**src/rtl/csr_ident_pkg.sv**
```systemverilog
package csr_ident_pkg;

    localparam int CSR_AW = 12;

    // counter halves
    localparam logic [CSR_AW-1:0] A_CYC_LO      = 12'hC00;
    localparam logic [CSR_AW-1:0] A_RET_LO      = 12'hC02;
    localparam logic [CSR_AW-1:0] A_CYC_HI      = 12'hC80;
    localparam logic [CSR_AW-1:0] A_RET_HI      = 12'hC82;
    // identity values derived from the requester
    localparam logic [CSR_AW-1:0] A_THR_IN_WARP = 12'hCC0;
    localparam logic [CSR_AW-1:0] A_THR_IN_CORE = 12'hCC1;
    localparam logic [CSR_AW-1:0] A_THR_GLOBAL  = 12'hCC2;
    localparam logic [CSR_AW-1:0] A_WARP_LOCAL  = 12'hCC3;
    localparam logic [CSR_AW-1:0] A_WARP_GLOBAL = 12'hCC4;
    localparam logic [CSR_AW-1:0] A_CORE_IDX    = 12'hCC5;
    // configuration constants
    localparam logic [CSR_AW-1:0] A_CFG_THREADS = 12'hFC0;
    localparam logic [CSR_AW-1:0] A_CFG_WARPS   = 12'hFC1;
    localparam logic [CSR_AW-1:0] A_CFG_CORES   = 12'hFC2;

    typedef enum logic [3:0] {
        SEL_GENERIC,
        SEL_CYC_LO,
        SEL_CYC_HI,
        SEL_RET_LO,
        SEL_RET_HI,
        SEL_THR_IN_WARP,
        SEL_THR_IN_CORE,
        SEL_THR_GLOBAL,
        SEL_WARP_LOCAL,
        SEL_WARP_GLOBAL,
        SEL_CORE_IDX,
        SEL_CFG_THREADS,
        SEL_CFG_WARPS,
        SEL_CFG_CORES
    } csr_sel_e;

    typedef struct packed {
        logic [63:0] cycle;
        logic [63:0] instret;
    } ctr_state_t;

    function automatic csr_sel_e csr_decode(input logic [CSR_AW-1:0] a);
        csr_sel_e s;
        case (a)
            A_CYC_LO:      s = SEL_CYC_LO;
            A_CYC_HI:      s = SEL_CYC_HI;
            A_RET_LO:      s = SEL_RET_LO;
            A_RET_HI:      s = SEL_RET_HI;
            A_THR_IN_WARP: s = SEL_THR_IN_WARP;
            A_THR_IN_CORE: s = SEL_THR_IN_CORE;
            A_THR_GLOBAL:  s = SEL_THR_GLOBAL;
            A_WARP_LOCAL:  s = SEL_WARP_LOCAL;
            A_WARP_GLOBAL: s = SEL_WARP_GLOBAL;
            A_CORE_IDX:    s = SEL_CORE_IDX;
            A_CFG_THREADS: s = SEL_CFG_THREADS;
            A_CFG_WARPS:   s = SEL_CFG_WARPS;
            A_CFG_CORES:   s = SEL_CFG_CORES;
            default:       s = SEL_GENERIC;
        endcase
        return s;
    endfunction

endpackage

```
**src/rtl/csr_id_calc.sv**
```systemverilog
module csr_id_calc #(
    parameter int XLEN      = 32,
    parameter int THREADS   = 4,
    parameter int WARPS     = 4,
    parameter int TID_W     = 2,
    parameter int WID_W     = 2,
    parameter int CID_W     = 1
) (
    input  logic [TID_W-1:0] tid_i,
    input  logic [WID_W-1:0] wid_i,
    input  logic [CID_W-1:0] cid_i,
    output logic [XLEN-1:0]  thr_in_warp_o,
    output logic [XLEN-1:0]  thr_in_core_o,
    output logic [XLEN-1:0]  thr_global_o,
    output logic [XLEN-1:0]  warp_local_o,
    output logic [XLEN-1:0]  warp_global_o,
    output logic [XLEN-1:0]  core_idx_o
);
    typedef logic [XLEN-1:0] word_t;

    localparam int THR_PER_CORE = THREADS * WARPS;

    word_t tid_w, wid_w, cid_w;
    word_t core_base_thr;

    always_comb begin
        tid_w         = word_t'(tid_i);
        wid_w         = word_t'(wid_i);
        cid_w         = word_t'(cid_i);
        core_base_thr = cid_w * word_t'(THR_PER_CORE);

        thr_in_warp_o = tid_w;
        thr_in_core_o = tid_w + wid_w * word_t'(THREADS);
        thr_global_o  = tid_w + wid_w * word_t'(THREADS) + core_base_thr;
        warp_local_o  = wid_w;
        warp_global_o = wid_w + cid_w * word_t'(WARPS);
        core_idx_o    = cid_w;
    end

endmodule

```
**src/rtl/csr_counters.sv**
```systemverilog
module csr_counters
    import csr_ident_pkg::*;
#(
    parameter logic [63:0] CYC_INIT = '0,
    parameter logic [63:0] RET_INIT = '0
) (
    input  logic        clk,
    input  logic        rst_n,
    input  logic        retire_i,
    output logic [63:0] cycle_o,
    output logic [63:0] instret_o
);
    ctr_state_t ctr_d, ctr_q;

    always_comb begin
        ctr_d       = ctr_q;
        ctr_d.cycle = ctr_q.cycle + 64'd1;
        if (retire_i) begin
            ctr_d.instret = ctr_q.instret + 64'd1;
        end
    end

    always_ff @(posedge clk or negedge rst_n) begin
        if (!rst_n) begin
            ctr_q.cycle   <= CYC_INIT;
            ctr_q.instret <= RET_INIT;
        end else begin
            ctr_q <= ctr_d;
        end
    end

    assign cycle_o   = ctr_q.cycle;
    assign instret_o = ctr_q.instret;

    // the cycle count advances by exactly one per clock
    a_r6_cycle_step: assert property (@(posedge clk) disable iff (!rst_n)
        1'b1 |=> cycle_o == $past(cycle_o) + 64'd1);

    // a retire pulse adds one to the retired count
    a_r7_retire_step: assert property (@(posedge clk) disable iff (!rst_n)
        retire_i |=> instret_o == $past(instret_o) + 64'd1);

    // without a pulse the retired count holds
    a_r7_retire_hold: assert property (@(posedge clk) disable iff (!rst_n)
        !retire_i |=> $stable(instret_o));

endmodule

```
**src/rtl/csr_gen_file.sv**
```systemverilog
module csr_gen_file #(
    parameter int XLEN  = 32,
    parameter int DEPTH = 16,
    parameter int IDX_W = 4
) (
    input  logic             clk,
    input  logic             rst_n,
    input  logic             we_i,
    input  logic [IDX_W-1:0] widx_i,
    input  logic [XLEN-1:0]  wdata_i,
    input  logic [IDX_W-1:0] ridx_i,
    output logic [XLEN-1:0]  rdata_o
);
    typedef logic [DEPTH-1:0][XLEN-1:0] mem_t;

    mem_t mem_d, mem_q;

    always_comb begin
        mem_d = mem_q;
        if (we_i) begin
            mem_d[widx_i] = wdata_i;
        end
    end

    always_ff @(posedge clk or negedge rst_n) begin
        if (!rst_n) begin
            mem_q <= '0;
        end else begin
            mem_q <= mem_d;
        end
    end

    assign rdata_o = mem_q[ridx_i];

    // a write lands in the addressed entry at the edge
    a_r8_write_lands: assert property (@(posedge clk) disable iff (!rst_n)
        we_i |=> mem_q[$past(widx_i)] == $past(wdata_i));

    // no write strobe, no change anywhere in the array
    a_r8_idle_hold: assert property (@(posedge clk) disable iff (!rst_n)
        !we_i |=> $stable(mem_q));

endmodule

```
**src/rtl/csr_ident_unit.sv**
```systemverilog
module csr_ident_unit
    import csr_ident_pkg::*;
#(
    parameter int          XLEN      = 32,
    parameter int          THREADS   = 4,
    parameter int          WARPS     = 4,
    parameter int          NUM_CORES = 2,
    parameter int          GEN_DEPTH = 16,
    parameter logic [63:0] CYC_INIT  = '0,
    parameter logic [63:0] RET_INIT  = '0,
    localparam int         TID_W     = (THREADS   > 1) ? $clog2(THREADS)   : 1,
    localparam int         WID_W     = (WARPS     > 1) ? $clog2(WARPS)     : 1,
    localparam int         CID_W     = (NUM_CORES > 1) ? $clog2(NUM_CORES) : 1
) (
    input  logic              clk,
    input  logic              rst_n,
    input  logic [CID_W-1:0]  core_id_i,
    input  logic [CSR_AW-1:0] rd_addr_i,
    input  logic [TID_W-1:0]  rd_tid_i,
    input  logic [WID_W-1:0]  rd_wid_i,
    output logic [XLEN-1:0]   rd_data_o,
    input  logic              wr_en_i,
    input  logic [CSR_AW-1:0] wr_addr_i,
    input  logic [XLEN-1:0]   wr_data_i,
    input  logic              retire_i
);
    typedef logic [XLEN-1:0] word_t;

    localparam int GIDX_W = (GEN_DEPTH > 1) ? $clog2(GEN_DEPTH) : 1;

    csr_sel_e rd_sel, wr_sel;
    logic     gen_we;
    word_t    gen_rdata;
    word_t    id_thr_warp, id_thr_core, id_thr_glob;
    word_t    id_warp_loc, id_warp_glob, id_core;
    logic [63:0] cnt_cycle, cnt_instret;
    word_t    rd_d, rd_q;

    csr_id_calc #(
        .XLEN    (XLEN),
        .THREADS (THREADS),
        .WARPS   (WARPS),
        .TID_W   (TID_W),
        .WID_W   (WID_W),
        .CID_W   (CID_W)
    ) u_ids (
        .tid_i         (rd_tid_i),
        .wid_i         (rd_wid_i),
        .cid_i         (core_id_i),
        .thr_in_warp_o (id_thr_warp),
        .thr_in_core_o (id_thr_core),
        .thr_global_o  (id_thr_glob),
        .warp_local_o  (id_warp_loc),
        .warp_global_o (id_warp_glob),
        .core_idx_o    (id_core)
    );

    csr_counters #(
        .CYC_INIT (CYC_INIT),
        .RET_INIT (RET_INIT)
    ) u_ctr (
        .clk       (clk),
        .rst_n     (rst_n),
        .retire_i  (retire_i),
        .cycle_o   (cnt_cycle),
        .instret_o (cnt_instret)
    );

    csr_gen_file #(
        .XLEN  (XLEN),
        .DEPTH (GEN_DEPTH),
        .IDX_W (GIDX_W)
    ) u_gen (
        .clk     (clk),
        .rst_n   (rst_n),
        .we_i    (gen_we),
        .widx_i  (wr_addr_i[GIDX_W-1:0]),
        .wdata_i (wr_data_i),
        .ridx_i  (rd_addr_i[GIDX_W-1:0]),
        .rdata_o (gen_rdata)
    );

    always_comb begin
        rd_sel = csr_decode(rd_addr_i);
        wr_sel = csr_decode(wr_addr_i);
        gen_we = wr_en_i && (wr_sel == SEL_GENERIC);

        case (rd_sel)
            SEL_CYC_LO:      rd_d = word_t'(cnt_cycle[31:0]);
            SEL_CYC_HI:      rd_d = word_t'(cnt_cycle[63:32]);
            SEL_RET_LO:      rd_d = word_t'(cnt_instret[31:0]);
            SEL_RET_HI:      rd_d = word_t'(cnt_instret[63:32]);
            SEL_THR_IN_WARP: rd_d = id_thr_warp;
            SEL_THR_IN_CORE: rd_d = id_thr_core;
            SEL_THR_GLOBAL:  rd_d = id_thr_glob;
            SEL_WARP_LOCAL:  rd_d = id_warp_loc;
            SEL_WARP_GLOBAL: rd_d = id_warp_glob;
            SEL_CORE_IDX:    rd_d = id_core;
            SEL_CFG_THREADS: rd_d = word_t'(THREADS);
            SEL_CFG_WARPS:   rd_d = word_t'(WARPS);
            SEL_CFG_CORES:   rd_d = word_t'(NUM_CORES);
            default:         rd_d = gen_rdata;
        endcase
    end

    always_ff @(posedge clk or negedge rst_n) begin
        if (!rst_n) begin
            rd_q <= '0;
        end else begin
            rd_q <= rd_d;
        end
    end

    assign rd_data_o = rd_q;

    // thread-in-warp read returns the sampled tid one edge later
    a_r2_tid_echo: assert property (@(posedge clk) disable iff (!rst_n)
        (rd_addr_i == A_THR_IN_WARP) |=> rd_data_o == word_t'($past(rd_tid_i)));

    // core index read follows the core number input
    a_r4_core_echo: assert property (@(posedge clk) disable iff (!rst_n)
        (rd_addr_i == A_CORE_IDX) |=> rd_data_o == word_t'($past(core_id_i)));

    // thread-count constant
    a_r5_cfg_threads: assert property (@(posedge clk) disable iff (!rst_n)
        (rd_addr_i == A_CFG_THREADS) |=> rd_data_o == word_t'(THREADS));

    // a write to a read-only address leaves the next read of it intact
    a_r9_ro_core: assert property (@(posedge clk) disable iff (!rst_n)
        (wr_en_i && wr_addr_i == A_CFG_WARPS && rd_addr_i == A_CFG_WARPS)
        |=> rd_data_o == word_t'(WARPS));

endmodule

```
**config.mk**
```make
export PLATFORM = sky130hd
export DESIGN_NAME = csr_ident_unit
export DESIGN_NICKNAME = d
export VERILOG_FILES = /design/src/rtl/csr_ident_pkg.sv /design/src/rtl/csr_id_calc.sv /design/src/rtl/csr_counters.sv /design/src/rtl/csr_gen_file.sv /design/src/rtl/csr_ident_unit.sv
export SDC_FILE = /design/constraint.sdc
export NUM_CORES = 1
export LEC_CHECK = 0
export BUFFER_PORTS_ARGS = -buffer_cell sky130_fd_sc_hd__buf_2
export CAP_MARGIN = 20
export CORE_UTILIZATION = 50
export CTS_BUF_LIST = sky130_fd_sc_hd__clkbuf_8
export CTS_CLUSTER_DIAMETER = 40
export DETAILED_ROUTE_END_ITERATION = 7
export PLACE_DENSITY = 0.72
export SLEW_MARGIN = 40
export SYNTH_ARGS = -nofsm -noshare
export SYNTH_HDL_FRONTEND = slang
export SYNTH_SLANG_ARGS = --single-unit
```
**constraint.sdc**
```tcl
create_clock -name clk -period 3.92 [get_ports clk]
set_input_delay 0.196 -clock clk [delete_from_list [all_inputs] [get_ports clk]]
set_output_delay 0.196 -clock clk [all_outputs]
set_load 0.005 [all_outputs]
```
==> results of run 1 <==
## placed cells by master (no fill, tap or decap), types with 4 or more instances in the layout
cell,n
and4_1,18
inv_1,61
buf_12,11
nand3_1,88
nor2b_1,4
mux4_2,160
nor2_1,68
buf_4,35
mux2_1,26
clkinv_2,12
o21ai_0,5
and2_1,6
a222oi_1,27
nand2_1,65
dlygate4sd3_1,38
a31oi_1,33
nand3b_1,5
buf_2,92
nor3_1,13
dfrtp_1,672
and3_1,21
nand2b_1,5
or2_2,5
clkbuf_8,140
nor2_4,4
xor2_1,31
a21oi_1,6
nand4_1,27
mux2_2,488
xnor2_1,96
nor4_4,12
nor4_1,6
## cells by family (layout without fill, tap and decap cells)
family | count (synthesis) | count (layout) | synth area share [%]
multiplexers | 675 | 675 | 30.5
XOR/XNOR | 127 | 127 | 3.60
adder cells (fa/ha/maj) | 2 | 2 | 0.0811
AND/OR/NAND/NOR | 375 | 375 | 6.77
AO/OA/AOI/OAI | 94 | 94 | 2.34
other | 0 | 1 | 0
flip-flops | 672 | 672 | 54.5
buffers and inverters | 170 | 408 | 2.25
## area by class of cell
class	instances	area [um^2]	share of cell area (%)
flip-flops and latches	672	16800	47.8
multi-input cells	1273	13500	38.4
clock buffers	139	1910	5.44
repair buffers	183	1460	4.15
well taps	782	978	2.78
clock inverters	67	404	1.15
inverters	19	71.3	0.203
diodes	1	2.50	0.00712
## routing by layer
metal / GRT usage, % / vias up
met4: 8.22 / 0
li1: - / 8193
met2: 40.2 / 531
met1: 34.0 / 10200
met5: 0 / -
met3: 4.51 / 122
## stage by stage
step	power, uW	hold WS (ps)	instance area (um^2)
3_3_place_gp	11900	378	32400
4_1_cts	18500	41.3	35100
2_1_floorplan	11000	-99.6	30900
6_report	18300	106	35200
3_5_place_dp	12100	144	32400
5_1_grt	19200	107	35200
## power by group
part / switching, uW / total [uW] / internal, uW / leakage [uW]
clock: 2860 / 6270 / 3410 / 0.00135
combinational: 1160 / 3010 / 1850 / 0.00520
sequential: 725 / 9040 / 8320 / 0.00843
total: 4750 / 18300 / 13600 / 0.0150
## worst max-delay path: cells and delay by family, from the launching register on
kind	cells	cell delay, ps
XOR/XNOR	1	170
flip-flops	1	450
AND/OR/NAND/NOR	5	2170
## registers in the layout (all words and copies together), names as in the netlist
| register | count |
|---|---|
| u_ctr.cycle_o | 64 |
| u_gen.mem_q | 512 |
| rd_data_o | 32 |
| u_ctr.instret_o | 64 |
## worst min path at each step
stage                            start                  to  cells past startpoint
after floorplan                  rst_n        rd_data_o[0]                      0
after global placement           rst_n  u_ctr.instret_o[2]                      1
after detailed placement         rst_n  u_ctr.instret_o[2]                      1
after CTS                 rd_addr_i[1]        rd_data_o[4]                      4
after global routing             rst_n  u_ctr.instret_o[2]                      3
final                            rst_n  u_ctr.instret_o[2]                      3
## what timing repair did
| action | 4_1_cts | 5_1_grt |
|---|---|---|
| hold endpoints to repair | 746 | 0 |
| hold buffers | 39 | 0 |
| buffers inserted | 0 | 0 |
==> results.ini, run 1 <==
[run_status]
status = finished clean

[layout]
drive_gt1_share_pct = 42.3
area_growth_pct = 13.9
layout.nets = 2329
stdcell_count = 3136
final_util_pct = 57.9
fill_cells = 4609

[detailed_routing]
top_layer_used = met4
viasPerCell = 6.06
drc = 0
wl_met2_um = 37100
wl_per_cell_um = 24.1
final_antenna_net_count = 0
wl_um = 75700
vias = 19000
met3WireLength_um = 4000
drtIter0Drc = 1530
firstDrtPassIters = 6
met1Wirelength_um = 32900

[floorplan]
fp.dieW_um = 250
die_area_um2 = 62700
ios = 97
start_util_pct = 50.8
rows = 90
core_area_um2 = 60700
die_h_um = 250

[synth]
synth_seq_cells = 672
synth_edf_count = 0
avgSynthCellArea_um2 = 14.6
synth_cells = 2115
ys_types = 62
synth_common_cells = dfrtp_1 (672), mux2_2 (488), mux4_2 (160), clkbuf_1 (97), xnor2_1 (96)
synth_top_cell_area_share_pct = 54.5
syn_area_um2 = 30900
synth_nets = 2182
async_flop_share_pct = 100
synthFlopType = dfrtp_1
seq_area_frac_synth_pct = 54.5
yosys_warnings = 0
yosysTopAreaCell = dfrtp_1
synth_most_common_cell = dfrtp_1
ys_top_cells_by_area = dfrtp_1 (54%), mux2_2 (18%), mux4_2 (12%)

[setup_path]
slowest_stage = nor4_1
r2r-start = u_ctr.cycle_o[2]
reg2reg_to = u_ctr.cycle_o[63]
worstSetupStartpoint = u_ctr.cycle_o[2]
crit_type = flop to flop
ff2ff_path_depth = 6
cp_slowest_stage_delay_ps = 740
crit_required_ps = 4550
cp-end-kind = flop
worst-path-max-fanout = 9
critPathArrivalTime_ps = 3500
path_cells = and4_1, nand3_1, nor4_1, nand4_1, nor3_1, xor2_1
ff2ff_setup_slack_ps = 1060
start_kind = flop
crit_end = u_ctr.cycle_o[63]

[place]
place_congestion = 0.858
dp_slack_ps = 956
dp_cells = 2889
io_buffers = 96
dp_hpwl_um = 44900

[sta]
period_share_pct = 73.0
rsz0062_at_grt = no
fmax_ghz = 0.350
hold_violations = 0
worst_slew_pin_slew_ps = 827
clock_skew_ps = 25.9
slew_viol_final = 0
finalSetupTns_ps = 0
min_period_ps = 2860
final.setup.worst_slack_ps = 1060
relSlewSlack_pct = 44.7
setup_viol = 0

[clock_network]
ctsLongestPathBuffers = 3
numCtsBuffers = 113
root_buffer = clkbuf_8
clock_latency_ps = 730
cts.sinks = 672
cts_resized = 0
cts_tree = built
ctsHtreeMaxLevel = 3
path_clk_slew_ps = 60

[grt]
grt_use_total_pct = 24.8
overflow = 0
antenna_found_initial = 1
grt_pass1_wl_um = 120000
grt_max_degree = 133
grt_pass1_vias = 20400

[worst_hold_path]
min_path_type = input pin to async pin

[pwr]
p_leak_uw = 0.0150
power.density_nw_per_um2 = 521
ir_worst_vdd_mv = 0.259

[run]
drv_cap = 0

No activity file was read; power rests on OpenSTA's default activity.
==> run 2, diff against run 1 <==
PLACE_DENSITY = 0.75   (was 0.72)
clock period = 2.5 ns   (was 3.92 ns; I/O delays follow)
==> run 2 against run 1 <==
- via count increased by 1.6%
- worst hold slack gained 11 ps
- global-route usage up 0.11 points
- final cell count up 1.3%
- power increased by 57%
- first-iteration DRC count fell by 7.3%
- routed wire length down 0.24%
- largest power group unchanged
- critical endpoint is now u_ctr.instret_o[47]
- sequential share of layout area is 0.75 points lower
- combinational power increased by 59%
==> results.ini, run 2 (synthesis results as in run 1) <==
[run_status]
status = finished clean

[layout]
largest_reg_flops = 512  ; unchanged
final_common_cell = dfrtp_1
drive_gt1_share_pct = 42.9  ; +0.61 points
top_register = u_gen.mem_q
register_area_um2 = 16800  ; unchanged
layout.nets = 2368  ; +1.7%
fill_cells = 4444  ; -3.6%
stdcell_count = 3178  ; +1.3%
final_cell_mix = dfrtp_1 (672), mux2_2 (488), mux4_2 (160)
area_growth_pct = 15.7
multiInputGateArea_um2 = 13500  ; about the same

[setup_path]
start_kind = flop
critPathArrivalTime_ps = 3050  ; -450 ps
slowest_stage = or4_4
crit_required_ps = 3120  ; -1430 ps
path_cells = nand4_2, or4_4, or4_4, or3_1, nor2_1, xor2_1
cp_slowest_stage_delay_ps = 550  ; -190 ps
crit_type = flop to flop
worst-path-max-fanout = 4  ; -5
path_common_cell = or4_4
cp-end-kind = flop

[sta]
final.setup.worst_slack_ps = 70.1  ; -989 ps
min_period_ps = 2430  ; -431 ps
setup_viol = 0  ; unchanged
clock_skew_ps = 33.2  ; +7.34 ps
hold_violations = 0  ; unchanged
worst_slew_pin_slew_ps = 733  ; -94.3 ps
period_share_pct = 97.2  ; +24 points
relSlewSlack_pct = 51.1  ; +6.4 points
fmax_ghz = 0.412  ; +18%
finalSetupTns_ps = 0  ; unchanged
rsz0062_at_grt = no
slew_viol_final = 0  ; unchanged

[clock_network]
numCtsBuffers = 113  ; unchanged
root_buffer = clkbuf_8
path_clk_slew_ps = 60  ; about the same
clock_latency_ps = 720  ; about the same
ctsLongestPathBuffers = 3  ; unchanged
cts_tree = built
ctsHtreeMaxLevel = 3  ; unchanged
cts.sinks = 672  ; unchanged

[place]
dp_slack_ps = 73.0  ; -883 ps
place_congestion = 0.881  ; +2.6%
dp_cells = 2926  ; +1.3%
dp_hpwl_um = 46200  ; +2.9%
io_buffers = 96  ; unchanged

[floorplan]
start_util_pct = 50.8  ; unchanged
ios = 97  ; unchanged
core_area_um2 = 60700  ; unchanged
fp.dieW_um = 250  ; unchanged
die_h_um = 250  ; unchanged
rows = 90  ; unchanged
die_area_um2 = 62700  ; unchanged

[run]
drv_cap = 0  ; unchanged

[detailed_routing]
firstDrtPassIters = 6  ; unchanged
vias = 19300  ; +1.6%
viasPerCell = 6.07  ; +0.21%
wl_per_cell_um = 23.8  ; -1.6%
final_antenna_net_count = 0  ; unchanged
drtIter0Drc = 1419  ; -7.3%
drc = 0  ; unchanged
wl_um = 75500  ; -0.24%

[grt]
grt_pass1_wl_um = 121000  ; +1.3%
grt_max_degree = 99  ; -26%
antenna_found_initial = 3  ; +2
grt_pass1_vias = 21000  ; +2.8%
grt_use_total_pct = 25.0  ; +0.11 points
overflow = 0  ; unchanged

[pwr]
p_leak_uw = 0.0153  ; +1.8%
power.density_nw_per_um2 = 806  ; +55%
ir_worst_vdd_mv = 0.363  ; +40%

[worst_hold_path]
min_path_type = input pin to async pin

## run 2: changes by cell type in the layout (fill, tap and decap cells not counted), moves of 2 or more
cell,previous run,this run
buf_12,11,38
clkbuf_8,140,137
inv_1,61,67
dlygate4sd3_1,38,40
buf_4,35,47
buf_16,3,0
## run 2: final timing paths
check,start,end,slack (ps),cells past startpoint
max reg2reg,u_ctr.instret_o[28],u_ctr.instret_o[47],70,6
min reg2reg,u_ctr.cycle_o[63],u_ctr.cycle_o[63],480,1
max,u_ctr.instret_o[28],u_ctr.instret_o[47],70,6
max in group asynchronous,rst_n,u_gen.mem_q[18],1800,4
min,rst_n,u_ctr.instret_o[34],120,3
min in group clk,rd_addr_i[2],rd_data_o[2],120,5
## run 2: layout make-up
type | instances | share of cell area, %
Multi-Input combinational cell | 1273 | 37.8
Sequential cell | 672 | 47.1
Clock inverter | 72 | 1.21
Antenna cell | 2 | 0.0140
Inverter | 19 | 0.200
Clock buffer | 136 | 5.24
Timing Repair Buffer | 222 | 5.70
Tap cell | 782 | 2.74
## run 2: timing repair
action	in CTS	in global routing
hold buffers	41	0
gates resized for setup	0	2
setup endpoints to repair	0	9
endpoints found under the hold margin	1124	0
setup buffers	0	1
## run 2: layer usage
| metal | vias up | GRT usage [%] | share of wire [%] |
|---|---|---|---|
| met1 | 10300 | 34.4 | 43 |
| met2 | 597 | 40.3 | 49 |
| li1 | 8258 | - | - |
| met3 | 168 | 3.99 | 5.3 |
| met5 | - | 0 | 0.026 |
| met4 | 4 | 8.76 | 2.6 |
## run 2: stage by stage
stage	util [%]	hold WS, ps	total power, uW	cell area, um^2
3_5_place_dp	54.3	83.8	19100	33000
3_3_place_gp	54.3	84.1	18700	33000
4_1_cts	58.8	43.1	29000	35700
5_1_grt	58.8	119	30200	35700
2_1_floorplan	-	-171	17300	30900
6_report	58.8	117	28800	35700
## run 2: report_power, final
group          total [uW]  internal [uW]  leakage, uW  switching, uW
Combinational        4780           2950      0.00546           1820
Sequential          14300          13000      0.00843           1210
Clock                9770           5340      0.00137           4430
## run 2: critical path: cells and delay by family (launching register included)
kind | cells | cell delay [ps]
simple gates | 5 | 1790
flops | 1 | 390
xor+xnor | 1 | 150
